==> config.mk <==
export PLATFORM = sky130hd
export DESIGN_NAME = reg_hazard_fwd
export DESIGN_NICKNAME = d
export VERILOG_FILES = /design/src/rtl/reg_hazard_pkg.sv /design/src/rtl/rhf_match.sv /design/src/rtl/rhf_resolve.sv /design/src/rtl/rhf_sel_reg.sv /design/src/rtl/reg_hazard_fwd.sv
export SDC_FILE = /design/constraint.sdc
export NUM_CORES = 1
export LEC_CHECK = 0
export ABC_AREA = 1
export BUFFER_PORTS_ARGS = -buffer_cell sky130_fd_sc_hd__buf_2
export CAP_MARGIN = 25
export CORE_MARGIN = 5
export CORE_UTILIZATION = 45
export DETAILED_ROUTE_END_ITERATION = 10
export PLACE_DENSITY = 0.83
export REMOVE_ABC_BUFFERS = 1
export SLEW_MARGIN = 10
export SYNTH_ARGS = -nofsm -noshare
export SYNTH_HDL_FRONTEND = slang
export SYNTH_SLANG_ARGS = --single-unit
export TNS_END_PERCENT = 50
==> constraint.sdc <==
create_clock -name clk -period 1.4 [get_ports clk]
set_clock_uncertainty 0.05 [all_clocks]
set_input_delay 0.14 -clock clk [delete_from_list [all_inputs] [get_ports clk]]
set_output_delay 0.14 -clock clk [all_outputs]
set_load 0.01 [all_outputs]
==> src/rtl/reg_hazard_pkg.sv <==
package reg_hazard_pkg;

  // Bypass selects for an operand of the execute instruction
  typedef enum logic [1:0] {
    FWD_RF  = 2'd0,   // value read from the register file in decode
    FWD_MEM = 2'd1,   // result in the execute-to-memory latch
    FWD_WB  = 2'd2    // result in the memory-to-write-back latch
  } fwd_sel_e;

  typedef struct packed {
    logic ex;
    logic me;
    logic wb;
  } stage_hits_t;

endpackage

==> src/rtl/rhf_match.sv <==
module rhf_match
  import reg_hazard_pkg::*;
#(
  parameter int unsigned IDX_W = 5
) (
  input  logic [IDX_W-1:0] src,
  input  logic [IDX_W-1:0] ex_rd,
  input  logic             ex_we,
  input  logic [IDX_W-1:0] me_rd,
  input  logic             me_we,
  input  logic [IDX_W-1:0] wb_rd,
  input  logic             wb_we,
  output stage_hits_t      hits
);

  logic src_live;

  // index zero is hard-wired and never a dependence
  assign src_live = (src != '0);

  always_comb begin
    hits.ex = src_live && ex_we && (ex_rd == src);
    hits.me = src_live && me_we && (me_rd == src);
    hits.wb = src_live && wb_we && (wb_rd == src);
  end

endmodule

==> src/rtl/rhf_resolve.sv <==
module rhf_resolve
  import reg_hazard_pkg::*;
#(
  parameter bit FWD_EN = 1'b1
) (
  input  stage_hits_t hits,
  input  logic        ex_ld,
  output logic        need_stall,
  output fwd_sel_e    sel_nxt
);

  generate
    if (FWD_EN) begin : g_fwd
      // youngest producer first; a load in execute has no data yet
      always_comb begin
        need_stall = 1'b0;
        sel_nxt    = FWD_RF;
        if (hits.ex) begin
          if (ex_ld) begin
            need_stall = 1'b1;
          end else begin
            sel_nxt = FWD_MEM;
          end
        end else if (hits.me) begin
          sel_nxt = FWD_WB;
        end
      end
    end else begin : g_stall_only
      // no bypass at all: every in-flight producer holds decode
      always_comb begin
        need_stall = hits.ex | hits.me | hits.wb;
        sel_nxt    = FWD_RF;
      end
    end
  endgenerate

endmodule

==> src/rtl/rhf_sel_reg.sv <==
module rhf_sel_reg
  import reg_hazard_pkg::*;
(
  input  logic     clk,
  input  logic     rst_n,
  input  logic     bubble,
  input  fwd_sel_e sel_in,
  output fwd_sel_e sel_q
);

  fwd_sel_e sel_d;

  always_comb begin
    if (bubble) begin
      sel_d = FWD_RF;
    end else begin
      sel_d = sel_in;
    end
  end

  always_ff @(posedge clk or negedge rst_n) begin
    if (!rst_n) begin
      sel_q <= FWD_RF;
    end else begin
      sel_q <= sel_d;
    end
  end

endmodule

==> src/rtl/reg_hazard_fwd.sv <==
module reg_hazard_fwd
  import reg_hazard_pkg::*;
#(
  parameter int unsigned IDX_W  = 5,
  parameter bit          FWD_EN = 1'b1
) (
  input  logic             clk,
  input  logic             rst_n,
  input  logic [IDX_W-1:0] id_rs1,
  input  logic [IDX_W-1:0] id_rs2,
  input  logic [IDX_W-1:0] ex_rd,
  input  logic             ex_we,
  input  logic             ex_ld,
  input  logic [IDX_W-1:0] me_rd,
  input  logic             me_we,
  input  logic [IDX_W-1:0] wb_rd,
  input  logic             wb_we,
  output logic [1:0]       fwd_a,
  output logic [1:0]       fwd_b,
  output logic             stall,
  output logic             bubble
);

  localparam int unsigned NUM_SRC = 2;

  logic                 rst_meta_n;
  logic                 rst_core_n;
  logic [IDX_W-1:0]     src_idx   [NUM_SRC];
  stage_hits_t          src_hits  [NUM_SRC];
  fwd_sel_e             src_nxt   [NUM_SRC];
  fwd_sel_e             src_sel_q [NUM_SRC];
  logic [NUM_SRC-1:0]   src_stall;

  // asynchronous assertion, synchronous release
  always_ff @(posedge clk or negedge rst_n) begin
    if (!rst_n) begin
      rst_meta_n <= 1'b0;
      rst_core_n <= 1'b0;
    end else begin
      rst_meta_n <= 1'b1;
      rst_core_n <= rst_meta_n;
    end
  end

  assign src_idx[0] = id_rs1;
  assign src_idx[1] = id_rs2;

  generate
    for (genvar s = 0; s < NUM_SRC; s++) begin : g_src
      rhf_match #(.IDX_W(IDX_W)) u_match (
        .src   (src_idx[s]),
        .ex_rd (ex_rd),
        .ex_we (ex_we),
        .me_rd (me_rd),
        .me_we (me_we),
        .wb_rd (wb_rd),
        .wb_we (wb_we),
        .hits  (src_hits[s])
      );

      rhf_resolve #(.FWD_EN(FWD_EN)) u_resolve (
        .hits       (src_hits[s]),
        .ex_ld      (ex_ld),
        .need_stall (src_stall[s]),
        .sel_nxt    (src_nxt[s])
      );

      rhf_sel_reg u_sel (
        .clk    (clk),
        .rst_n  (rst_core_n),
        .bubble (stall),
        .sel_in (src_nxt[s]),
        .sel_q  (src_sel_q[s])
      );
    end
  endgenerate

  assign stall  = |src_stall;
  assign bubble = stall;
  assign fwd_a  = src_sel_q[0];
  assign fwd_b  = src_sel_q[1];

  // a bubble in execute carries no bypass
  p_bubble_clears_sel_r9: assert property (@(posedge clk) disable iff (!rst_core_n)
    stall |=> (fwd_a == 2'd0 && fwd_b == 2'd0));

  // the zero register is never bypassed
  p_zero_never_fwd_r2: assert property (@(posedge clk) disable iff (!rst_core_n)
    (id_rs1 == '0) |=> (fwd_a == 2'd0));

  generate
    if (FWD_EN) begin : g_fwd_chk
      // ALU result in execute bypasses from the memory latch
      p_alu_ex_fwd_r3: assert property (@(posedge clk) disable iff (!rst_core_n)
        (ex_we && !ex_ld && ex_rd != '0 && ex_rd == id_rs1 && !stall) |=> (fwd_a == 2'd1));
      // load in execute feeding a source must hold decode
      p_load_use_stall_r5: assert property (@(posedge clk) disable iff (!rst_core_n)
        (ex_we && ex_ld && ex_rd != '0 && ex_rd == id_rs2) |-> stall);
    end else begin : g_so_chk
      // without bypass even a write-back producer holds decode
      p_wb_holds_r8: assert property (@(posedge clk) disable iff (!rst_core_n)
        (wb_we && wb_rd != '0 && wb_rd == id_rs1) |-> stall);
    end
  endgenerate

endmodule

==> results of run 1 <==
==> synthesized netlist by cell type <==
library cell | n | share of area (%)
a21oi_1 | 1 | 0.81
a21oi_2 | 1 | 1.4
buf_4 | 1 | 1.2
conb_1 | 1 | 0.61
dfrtp_1 | 6 | 24
inv_1 | 21 | 13
inv_2 | 4 | 2.4
nand2_1 | 45 | 27
nand2_2 | 1 | 1.0
nand3_1 | 4 | 3.2
nor2_1 | 17 | 10
nor2_2 | 5 | 5.1
o21ai_0 | 9 | 7.3
o21ai_1 | 1 | 0.81
xnor2_1 | 1 | 1.4
==> what timing repair did <==
item,in CTS,in global routing
hold buffers,1,0
hold endpoints to repair,2,0
setup endpoints to repair,0,0
==> flip-flops by register name (all words and copies together) (netlist names) <==
name / count
rst_core_n: 1
g_src.u_sel.sel_q: 4
rst_meta_n: 1
==> where the power goes <==
group          internal [mW]  total [mW]  switching, mW
Clock                 0.0964       0.150         0.0539
Sequential             0.179       0.182        0.00300
Combinational         0.0640       0.153         0.0886
Total                  0.339       0.485          0.145
==> area by class of cell <==
class,instances,area [sq um],share of cell area [%]
multi-input combinational,86,367,45.1
clock buffer,3,22.5,2.77
inverter,25,93.8,11.6
tap,15,18.8,2.31
sequential,6,150,18.5
timing repair buffer,31,160,19.7
==> critical path: cells and delay by family <==
family                 cells  cell delay [ns]
and+or+nand+nor            6             0.48
buffers and inverters      4             0.34
==> cells in the final DEF (no fill, tap or decap) <==
master	synthesis	routed
o21ai_0	9	9
xnor2_1	1	1
a21oi_1	1	1
dlygate4sd3_1	0	1
nand2_1	45	45
clkbuf_4	0	3
conb_1	1	1
o21ai_1	1	1
inv_2	4	4
inv_1	21	21
dfrtp_1	6	6
nor2_1	17	17
a21oi_2	1	1
nand3_1	4	4
nor2_2	5	5
buf_2	0	30
nand2_2	1	1
==> final timing paths <==
path / slack [ns] / from / to / cells after the start
min in group clk: 0.06 / ex_ld / g_src[1].u_sel.sel_q[0]$_DFF_PN0_ / 2
max: 0.25 / id_rs2[3] / bubble / 10
min: 0.01 / rst_core_n$_DFF_PN0_ / g_src[0].u_sel.sel_q[0]$_DFF_PN0_ / 0
max in group asynchronous: 1.04 / rst_n / rst_meta_n$_DFF_PN0_ / 2
max reg2reg: 0.88 / rst_meta_n$_DFF_PN0_ / rst_core_n$_DFF_PN0_ / 0
min reg2reg: 0.01 / rst_core_n$_DFF_PN0_ / g_src[0].u_sel.sel_q[0]$_DFF_PN0_ / 0
==> logic make-up after synthesis <==
| logic type | count (synthesis) |
|---|---|
| other | 1 |
| AO/OA/AOI/OAI | 12 |
| buffers and inverters | 26 |
| XOR/XNOR | 1 |
| flip-flops | 6 |
| AND/OR/NAND/NOR | 72 |
==> routing by layer <==
| layer | vias up | track usage [%] | wire length (microns) |
|---|---|---|---|
| met4 | 0 | 3.31 | 0 |
| met2 | 20 | 30.1 | 803 |
| met5 | - | 0 | 0 |
| met1 | 318 | 18.7 | 628 |
| met3 | 0 | 2.30 | 100 |
| li1 | 410 | - | - |
==> stage by stage <==
step	hold WS, ns	instances	power (mW)	worst slack, ns
after detailed placement	-0.121	162	0.335	0.242
final	0.0112	166	0.485	0.252
after global routing	0.0319	166	0.524	0.117
after floorplan	-0.206	117	0.267	0.516
after global placement	-0.126	162	0.331	0.249
after CTS	0.0194	166	0.494	0.238
==> run summary, run 1 <==
The run finished with clean final reports. The worst setup path is launched from an input port. The number of sinks on the clock net came out at 6. The area of all placed cells without fillers is between 800 and 900 sq um.

The post-cts repair resize count came out at 0. The clock reaches the later pin of the worst-skew pair after around 0.23 ns. The time the final worst path needs with I/O delays and setup is 1.15 ns. The tree is rooted in a clkbuf_4. The multiplexer share of the synthesized area came out at 0%.

On the critical path, the stage with the largest delay is an instance of nor2_1. The pin count of the biggest net entering global routing is 6. The post-layout net count is about 180. Routability-driven placement finished with a final weighted congestion of 0.830. The die outline width came out at ~47 microns. The number of global-route vias before repair was between 600 and 700. The fraction of layout cells with a size suffix above 1 came out at slightly below 30%. The CTS buffer count is 3. The stage delay of the slowest cell on the critical path is around 0.13 ns.

The post-synthesis instance total came out at ~120. The global-route total usage across every layer is 15.9%. The number of remaining DRC errors is 0. The type of the worst setup path is input port to primary output.

The final wirelength came out at approximately 1500 microns. The adder-cell area share of the yosys netlist is 0%. The fraction of synthesized cell area in xor and xnor cells is roughly 1.4%. Setup repair after global routing left no endpoint under its margin.

The mapped netlist covers approximately 600 sq um. During synthesis, Yosys emitted a total of 0 warnings. The initial antenna violation count is 0. The reported max-cap violation count came out at 0.

The count of input and output buffers came out at 30. The via total after detailed routing is approximately 750. After synthesis, the mean cell area works out to 5.24 sq um. The highest attainable clock frequency came out at 0.871 GHz. The die covers roughly 2200 sq um. In this run the power density over the cells is around 600 nW/um^2.

The count of nets left with antenna violations once routing finished came out at 0. The detailed-router iteration count before antenna repair is 5. From synthesis to final layout, the design area changed by 31.4%. The per-cell routed wire length is ~9.2 microns. The total I/O pin count came out at 37. The violation count after the first detailed-routing iteration is 3. The number of failing setup endpoints in the final timing report came out at 0. The number of flip-flops and latches in the synthesized netlist came out at 6.

The largest fanout on the critical path is 4. The via-per-instance ratio came out at ~4.5. For this run, the register share of the synthesized area comes to 24.3%. The longest clock path from root to sink contains 2 buffers. The max-slew violation count is 0. The vertical die dimension came out at between 40 and 50 microns. Synthesis instantiated 15 different standard cells from the library. The dominant combinational cell family by area after synthesis is simple AND/OR/NAND/NOR gates. The most prevalent standard cell on the critical path is nand2_1. The total negative slack for setup checks came out at 0 ns. The buffers inserted during post-CTS setup optimization came out at 0. The core box area is ~1300 sq um. The peak supply drop came out at 0.226 mV. The count of filler cells inserted in the layout is about 150.

After clock tree synthesis, the clock-pin slew on the worst setup and hold paths is 0.04 ns. Traced cell by cell, the critical path runs through buf_2 > inv_1 > nand2_1 > nand2_1 > inv_1 > nand2_1 > nor2_1 > nand3_1 > nand2_2 > buf_2. At the worst endpoint, the required time is around 1.2 ns.

CTS built an H-tree with a depth of 1. The class of the worst hold path is register to asynchronous set/reset pin. The total placed instance area is 779 sq um. After global routing the overflow that remains totals 0.

Summed over all nets, the half-perimeter wirelength after detailed placement is 1410 microns. The initial core utilization came out at a little under half. The cell leakage power came out at 0.522 nW. The site row count came out at 13. Measured on the finished design, the core utilization comes to 62.4%. The post-synthesis compound-gate area fraction is just over 10%. TritonCTS built the clock tree. The number of hold violations in the final report was 0. The sort of element at the end of the critical path is a primary output. For the worst setup path, the data arrival time is around 0.96 ns.

The area fraction in and, or, nand and nor cells after synthesis came out at between 40 and 50%. The number of antenna diodes came out at 0. The final period utilization is slightly above 80%. The global-route wire length before repair is 2560 microns.
(Power assumes the default switching activity.)
==> inputs of run 2 (changes only) <==
--- a/config.mk
+++ b/config.mk
@@ -5,13 +5,13 @@
 export SDC_FILE = /design/constraint.sdc
 export NUM_CORES = 1
 export LEC_CHECK = 0
-export ABC_AREA = 1
+export ABC_AREA = 0
 export BUFFER_PORTS_ARGS = -buffer_cell sky130_fd_sc_hd__buf_2
 export CAP_MARGIN = 25
-export CORE_MARGIN = 5
-export CORE_UTILIZATION = 45
+export CORE_AREA = 5 5 42 44
 export DETAILED_ROUTE_END_ITERATION = 10
-export PLACE_DENSITY = 0.83
+export DIE_AREA = 0 0 47 49
+export PLACE_DENSITY = 0.74
 export REMOVE_ABC_BUFFERS = 1
 export SLEW_MARGIN = 10
 export SYNTH_ARGS = -nofsm -noshare
==> constraint.sdc (replaced) <==
create_clock -name clk -period 1.1 [get_ports clk]
set_clock_uncertainty 0.05 [all_clocks]
set_input_delay 0.11 -clock clk [delete_from_list [all_inputs] [get_ports clk]]
set_output_delay 0.11 -clock clk [all_outputs]
set_load 0.01 [all_outputs]
==> run 2 against run 1 <==
Non-clock buffer count up 15. Synthesized cell count down 62%. Area after synthesis down 21%. Global-route usage down 1.9 points. Die area up 4.0%. Routed wire length down 1.8%. Clock power up 31%. Sequential power up 27%. Highest routed layer unchanged. The run now ends with setup timing left. Critical path depth down 4.
==> run summary, run 2 <==
The final cell count without fillers is 109 (-34%). The die outline width came to 47 microns (-0.13%). The global-route total usage across every layer is 14.0% (-1.9 points).

The startpoint identified for the worst register-to-register timing path is rst_meta_n$_DFF_PN0_. The library cell used most frequently in the layout, excluding fill and tap cells, is buf_2. The post-layout net count is 126 (-32%). The synthesis-to-finish area growth came out at 81.2%. The initial antenna violation count is 0 (unchanged). The number of hold violations in the final report was 0 (unchanged). The via total after detailed routing came out at 522 (-30%). The proportion of synthesized flip-flops having asynchronous set or reset is 100% (unchanged). Leaving out fill and tap cells, the most frequent cells in the layout are buf_2, buf_4, xnor2_1, dfrtp_1. The clock insertion delay at the later pin of the skew report is 0.24 ns (about the same). The worst-case setup slack after placement was -0.376 ns (-0.618 ns). The number of remaining DRC errors came out at 0 (unchanged). The per-cell routed wire length is 13.8 microns (+50%). The H-tree depth reported by CTS is 1 (unchanged). The number of routed nets with antenna violations came to 0 (unchanged). The detailed-router iteration count before antenna repair is 2 (-3). The slack of the critical path came out at -0.351 ns (-0.603 ns).

The violation count after the first detailed-routing iteration came out at 1 (-2). The part of the power in the clock network came out at 28.8% (-2.2 points). The number of antenna diodes is 0 (unchanged). In the final layout, the registers with the most flip-flops are g_src.u_sel.sel_q (4), rst_core_n (1), rst_meta_n (1).

The total I/O pin count came out at 37 (unchanged). The instance count after placement with tap cells included is 102 (-37%). The most used flip-flop cell after synthesis is dfrtp_1.

The number of failing setup endpoints in the final timing report came out at 5 (+5). The time the final worst path needs with I/O delays and setup is ~1.5 ns. The number of sinks on the clock net came to 6 (unchanged). The portion of total power attributed to combinational logic came out at 37.3% (+5.8 points). The initial core utilization came to 34.7% (-13 points).

The via-per-instance ratio came out at 4.79 (+6.3%). The site row count is 14 (+1). The clock-pin slew reported for the worst setup and hold paths after clock tree synthesis came out at 0.04 ns (about the same). The commonest cells after synthesis are xnor2_1, dfrtp_1, nand4_1, xor2_1. Yosys instantiated no cell more often than xnor2_1. In this run the critical register-to-register path is captured at rst_core_n$_DFF_PN0_. The full die area is 2300 sq um (+4.0%).

The share of the synthesized area in the top cell type is 30.8% (+3.5 points). The part of the total power dissipated in sequential elements is 33.8% (-3.7 points). The multi-input logic area was 379 sq um (+3.4%). The critical path data arrival time is 1.29 ns (+0.33 ns).

The power dissipated by switching net loads is 0.188 mW (+29%). The peak supply drop is 0.327 mV (+45%). Setup repair after global routing could not meet its margin everywhere. The global placer's final weighted congestion is 0.829 (-0.16%). The data required time of the worst path is 0.94 ns (-0.27 ns). The reported max-cap violation count is 0 (unchanged). The number of global-route vias before repair is 591 (-14%). The number of distinct library cell variants in the gate-level netlist after synthesis was 13 (-2). Summed over all instances, the cell type with the most area after synthesis is dfrtp_1. The warning count from the yosys run is 0 (unchanged). The final wirelength came out at 1510 microns (-1.8%). The flow ran to the end, but the final reports show violations. The fraction of layout cells with a size suffix above 1 is 63.4% (+34 points). The type of the worst setup path is input port to primary output. The CTS buffer count was 3 (unchanged).

The netlist area before placement came out at 487 sq um (-21%). The max-slew violation count is 0 (unchanged). The pin count of the biggest net entering global routing is 6 (unchanged). The number of enable-type register cells in the synthesized netlist came out at 0 (unchanged). The most flop-heavy register is g_src.u_sel.sel_q. The global-route congestion overflow total came out at 0 (unchanged). The clock tree from TritonCTS is yes. Derived from the worst setup path, the maximum achievable clock frequency is between 0.6 and 0.7 GHz.

The min-delay analysis places its worst path in the category register to asynchronous set/reset pin. The logic depth of the worst register-to-register path is 0 (unchanged). The cell leakage power was 0.404 nW (-23%). The synthesized area divided by synthesized cell count is 10.8 sq um (+110%). The number of flip-flops and latches in the synthesized netlist came out at 6 (unchanged). The number of flip-flops under the largest register name is 4 (unchanged). By area the synthesized netlist is led by dfrtp_1, xnor2_1, xor2_1. The fraction of power spent switching nets came out at 27.5% (-2.5 points). The master cell of the clock root buffer is clkbuf_4. The power per standard cell area came out at 775 nW/um^2 (+30%). Of the available clock period, the critical path in the final layout requires 132%. The count of input and output buffers came to 30 (unchanged).

The vertical die dimension came out at 49 microns (+4.1%). The number of buffers on the longest clock path came out at 2 (unchanged). The total area of sequential cells came to 150 sq um (unchanged). The post-synthesis instance total is 45 (-62%). The count of filler cells inserted in the layout came out at 118 (-21%).

The worst reg-to-reg setup slack came to 0.58 ns (-0.30 ns). The internal cell power came out at 0.496 mW (+46%). The core box area is 1400 sq um (+7.7%). The total negative slack for setup checks is -1.16 ns (-1.16 ns). The total power draw came out at 0.683 mW (+41%). The final reports fail on setup timing. STA classifies the critical path startpoint as an input port. The sort of element at the end of the critical path is a primary output. The proportion of synthesized chip area in sequential cells is 30.8% (+6.6 points). The largest fanout on the critical path is 4 (unchanged). The global-route wire length before repair came out at 2360 microns (-7.8%).
-- run 2: cell types whose count changed after synthesis, sizes merged, moves of 4 or more --
cell   change
inv       -25
nand2     -46
nand3      -4
nand4      +4
nor2      -20
o21ai     -10
xnor2     +15
xor2       +4
-- run 2: critical path, cell delays in order --
cell	delay, ns
buf_8	0.10
or4_4	0.55
nor2_4	0.14
nor4_4	0.05
o21a_1	0.19
buf_2	0.14
-- run 2: final cells by class --
| cell class | instances | share of cell area (%) |
|---|---|---|
| multi-input cells | 38 | 43.0 |
| clock buffers | 3 | 2.55 |
| repair buffers | 46 | 35.2 |
| flip-flops and latches | 6 | 17.0 |
| well taps | 16 | 2.27 |
-- run 2: cell families after synthesis --
| logic type | Yosys count | synth area share [%] |
|---|---|---|
| and+or+nand+nor | 12 | 20.0 |
| xor gates and xnor gates | 20 | 36.0 |
| DFF | 6 | 30.8 |
| buffers and inverters | 1 | 1.54 |
| other | 1 | 0.770 |
| AOI/OAI and AO/OA | 5 | 10.8 |
-- run 2: metrics by stage --
| step | util (%) | area (sq um) | hold slack, ns |
|---|---|---|---|
| floorplan | - | 479 | -0.236 |
| global placement | 52.8 | 739 | -0.156 |
| detailed placement | 52.8 | 739 | -0.152 |
| CTS | 58.0 | 813 | 0.0233 |
| global route | 62.9 | 882 | 0.0471 |
| finish | 62.9 | 882 | 0.0191 |
-- run 2: routing by layer --
metal | GRT usage (%) | routed length (microns)
met2 | 27.1 | 872
met5 | 0 | 0
met3 | 2.21 | 145
met1 | 13.3 | 487
met4 | 5.53 | 0
-- run 2: worst max-delay path by stage --
| stage | startpoint | to |
|---|---|---|
| finish | id_rs2[4] | bubble |
| global route | ex_rd[4] | bubble |
| CTS | id_rs1[3] | bubble |
| detailed placement | id_rs1[4] | g_src[1].u_sel.sel_q[1]$_DFF_PN0_ |
| global placement | id_rs1[4] | g_src[1].u_sel.sel_q[1]$_DFF_PN0_ |
| floorplan | id_rs1[3] | g_src[1].u_sel.sel_q[1]$_DFF_PN0_ |
-- run 2: timing repair --
item | in CTS | in global routing
setup buffers | 2 | 1
hold buffers | 1 | 0
setup endpoints to repair | 4 | 5
hold endpoints to repair | 2 | 0
pin swaps | 3 | 11
resized for setup | 4 | 12
-- run 2: power by group through the flow --
stage                     Combinational, mW  Sequential (mW)  Clock (mW)
after CTS                             0.226            0.232       0.208
after global routing                  0.275            0.233       0.214
after global placement                0.203            0.234           0
final                                 0.255            0.231       0.197
after detailed placement              0.210            0.235           0
after floorplan                      0.0845            0.234           0
==> inputs of run 3 (changes only) <==
--- a/config.mk
+++ b/config.mk
@@ -9,10 +9,10 @@
 export BUFFER_PORTS_ARGS = -buffer_cell sky130_fd_sc_hd__buf_2
 export CAP_MARGIN = 25
 export CORE_AREA = 5 5 42 44
+export CTS_CLUSTER_DIAMETER = 200
 export DETAILED_ROUTE_END_ITERATION = 10
 export DIE_AREA = 0 0 47 49
 export PLACE_DENSITY = 0.74
-export REMOVE_ABC_BUFFERS = 1
 export SLEW_MARGIN = 10
 export SYNTH_ARGS = -nofsm -noshare
 export SYNTH_HDL_FRONTEND = slang
==> run 3 against run 2 <==
The run still ends with setup timing left. Sequential power is essentially flat. Routed wire length fell by 7.4%. First-iteration DRC count is 100% higher. Final cell count decreased by 0.92%. Cell area decreased by 0.99%. Fmax grew 2.7%. Sequential share of layout area rose by 0.17 points. Worst setup slack better by 0.038 ns. Critical path type unchanged. Largest power group unchanged. Highest routed layer unchanged.
==> run summary, run 3 (synthesized netlist as in run 2, its figures left out) <==
The via total after detailed routing came out at 516 (-1.1%). The number of sinks on the clock net came out at 6 (unchanged). The post-layout net count came out at 125 (-0.79%). The critical path data arrival time came to 1.25 ns (-0.04 ns). The global-route congestion overflow total is 0 (unchanged). The global-route wire length before repair came out at 2270 microns (-3.8%). The time the final worst path needs with I/O delays and setup is 1.41 ns (-0.0384 ns).

The internal cell power was 0.482 mW (-2.7%). The critical path in this run is classified as input port to primary output. In the layout the commonest cells are buf_2, xnor2_1, buf_4, dfrtp_1.

The final wirelength came out at 1390 microns (-7.4%). The flow ran to the end, but the final reports show violations. The part of the power in the clock network was 29.7% (+0.9 points). The number of antenna diodes is 0 (unchanged). The H-tree depth reported by CTS is 1 (unchanged). The multi-input logic area came out at 389 sq um (+2.6%).

In this run the critical register-to-register path is launched from rst_meta_n$_DFF_PN0_. The clock-pin slew reported for the worst setup and hold paths after clock tree synthesis came out at 0.04 ns (about the same). g_src.u_sel.sel_q holds more flip-flops than any other register. The sort of element at the end of the critical path is a primary output.

The max-slew violation count is 0 (unchanged). The per-cell routed wire length is 12.9 microns (-6.5%). The data required time of the worst path is 0.94 ns (about the same). The power dissipated by switching net loads is 0.186 mW (-1.1%).

The launching instance or port of the critical path is id_rs2[3]. The checks that failed: setup timing. TritonCTS built the clock tree. Detailed placement finished with a half-perimeter wire length of approximately 1100 microns. The fraction of layout cells with a size suffix above 1 is 60.9% (-2.6 points).

The count of filler cells inserted in the layout is 133 (+13%). The initial antenna violation count came out at 0 (unchanged). The number of global-route vias before repair was 575 (-2.7%). The number of routed nets with antenna violations is 0 (unchanged).

The synthesis-to-finish area growth is 79.4%. The reported max-cap violation count is 0 (unchanged). The global placer's final weighted congestion came out at 0.758 (-8.5%). The worst hold slack came out at 0.0119 ns (-0.00716 ns).

The portion of total power attributed to combinational logic came out at 35.7% (-1.6 points). The clock insertion delay at the later pin of the skew report came out at 0.24 ns (about the same). The met3 track demand over resource came out at 2.95% (+0.74 points). Setup repair after global routing could not meet its margin everywhere.

The library cell used most frequently in the layout, excluding fill and tap cells, is buf_2. The number of failing setup endpoints in the final timing report is 6 (+1). The slack of the critical path came out at -0.313 ns (+0.0384 ns). The core box area was 1400 sq um (unchanged).

The power per standard cell area came out at 765 nW/um^2 (-1.3%). The number of flip-flops under the largest register name is 4 (unchanged). The peak supply drop came out at 0.319 mV (-2.6%). The worst setup path is launched from an input port. The final period utilization is 128% (-3.5 points). Clock tree synthesis selected as its root buffer the cell clkbuf_4. The initial core utilization came to 34.7% (unchanged). The total power draw is 0.668 mW (-2.3%). The CTS buffer count is 3 (unchanged). The pin count of the biggest net entering global routing was 6 (unchanged). The number of remaining DRC errors came out at 0 (unchanged). The vertical die dimension came out at 49 microns (unchanged). The highest attainable clock frequency came out at 0.708 GHz (+2.7%).

The number of buffers on the longest clock path came out at 2 (unchanged). The worst-case setup slack after placement is -0.375 ns (+0.000537 ns). The count of input and output buffers came out at 30 (unchanged).

The die outline width is 47 microns (unchanged). The global-route total usage across every layer came out at 13.3% (-0.66 points). The number of hold violations in the final report is 0 (unchanged). The detailed-router iteration count before antenna repair is 4 (+2).

The total I/O pin count came to 37 (unchanged). The fraction of power spent switching nets came out at 27.8% (+0.33 points). When the netlist entered floorplanning its net count stood at between 70 and 80. The met2 layer usage reported by global route is 23.5% (-3.6 points). The min-delay analysis places its worst path in the category register to asynchronous set/reset pin. The via-per-instance ratio came out at 4.78 (-0.23%). In this run the most used layer during global routing was met2. The global-route met1 utilization is 14.3% (+1.0 points). The violation count after the first detailed-routing iteration came out at 2 (+1). The total negative slack for setup checks came out at -1.08 ns (+0.0838 ns). The total area of sequential cells came to 150 sq um (unchanged). The part of the total power dissipated in sequential elements is 34.6% (+0.8 points). The full die area came out at 2300 sq um (unchanged). The largest registers in the layout are g_src.u_sel.sel_q (4), rst_core_n (1), rst_meta_n (1).

The largest fanout on the critical path is 2 (-2). The site row count is 14 (unchanged). The cell leakage power came to 0.380 nW (-5.8%).
## run 3: metal layers
metal | wire length (microns) | part of all wire [%]
met1 | 489 | 35
met2 | 766 | 55
met3 | 139 | 10
met4 | 0 | 0
met5 | 0 | 0
## run 3: final cells by class
type / count / area share (%)
Multi-Input combinational cell: 38 / 44.6
Tap cell: 16 / 2.29
Timing Repair Buffer: 45 / 33.4
Clock buffer: 3 / 2.58
Sequential cell: 6 / 17.2
## run 3: final timing paths
kind / to / slack, ns / depth (start not counted)
max reg2reg: rst_core_n$_DFF_PN0_ / 0.58 / 0
max in group asynchronous: rst_meta_n$_DFF_PN0_ / 0.77 / 2
min reg2reg: g_src[1].u_sel.sel_q[1]$_DFF_PN0_ / 0.01 / 0
min in group clk: g_src[1].u_sel.sel_q[0]$_DFF_PN0_ / 0.10 / 2
min: g_src[1].u_sel.sel_q[1]$_DFF_PN0_ / 0.01 / 0
max: stall / -0.31 / 6
## run 3: critical path, stage by stage
cell    delay, ns
buf_8        0.10
or4_4        0.54
nor2_4       0.11
nor4_4       0.06
o21a_1       0.19
buf_2        0.14
## run 3: stage by stage
stage / cells / utilization (%) / area (sq um)
after floorplan: 45 / - / 487
after global placement: 100 / 51.7 / 724
after detailed placement: 100 / 51.7 / 724
after CTS: 108 / 60.3 / 845
after global routing: 108 / 62.3 / 873
final: 108 / 62.3 / 873
## run 3: power by group through the flow
| stage | Combinational, mW | Sequential, mW | Clock (mW) |
|---|---|---|---|
| 2_1_floorplan | 0.0854 | 0.234 | 0 |
| 3_3_place_gp | 0.197 | 0.234 | 0 |
| 3_5_place_dp | 0.200 | 0.234 | 0 |
| 4_1_cts | 0.232 | 0.231 | 0.208 |
| 5_1_grt | 0.259 | 0.232 | 0.213 |
| 6_report | 0.238 | 0.231 | 0.198 |
## run 3: what timing repair did
item / 4_1_cts / 5_1_grt
hold endpoints to repair: 2 / 0
pin swaps: 7 / 6
endpoints found under the setup margin: 4 / 6
hold buffers: 1 / 0
gates resized for setup: 11 / 3
buffers inserted: 4 / 0
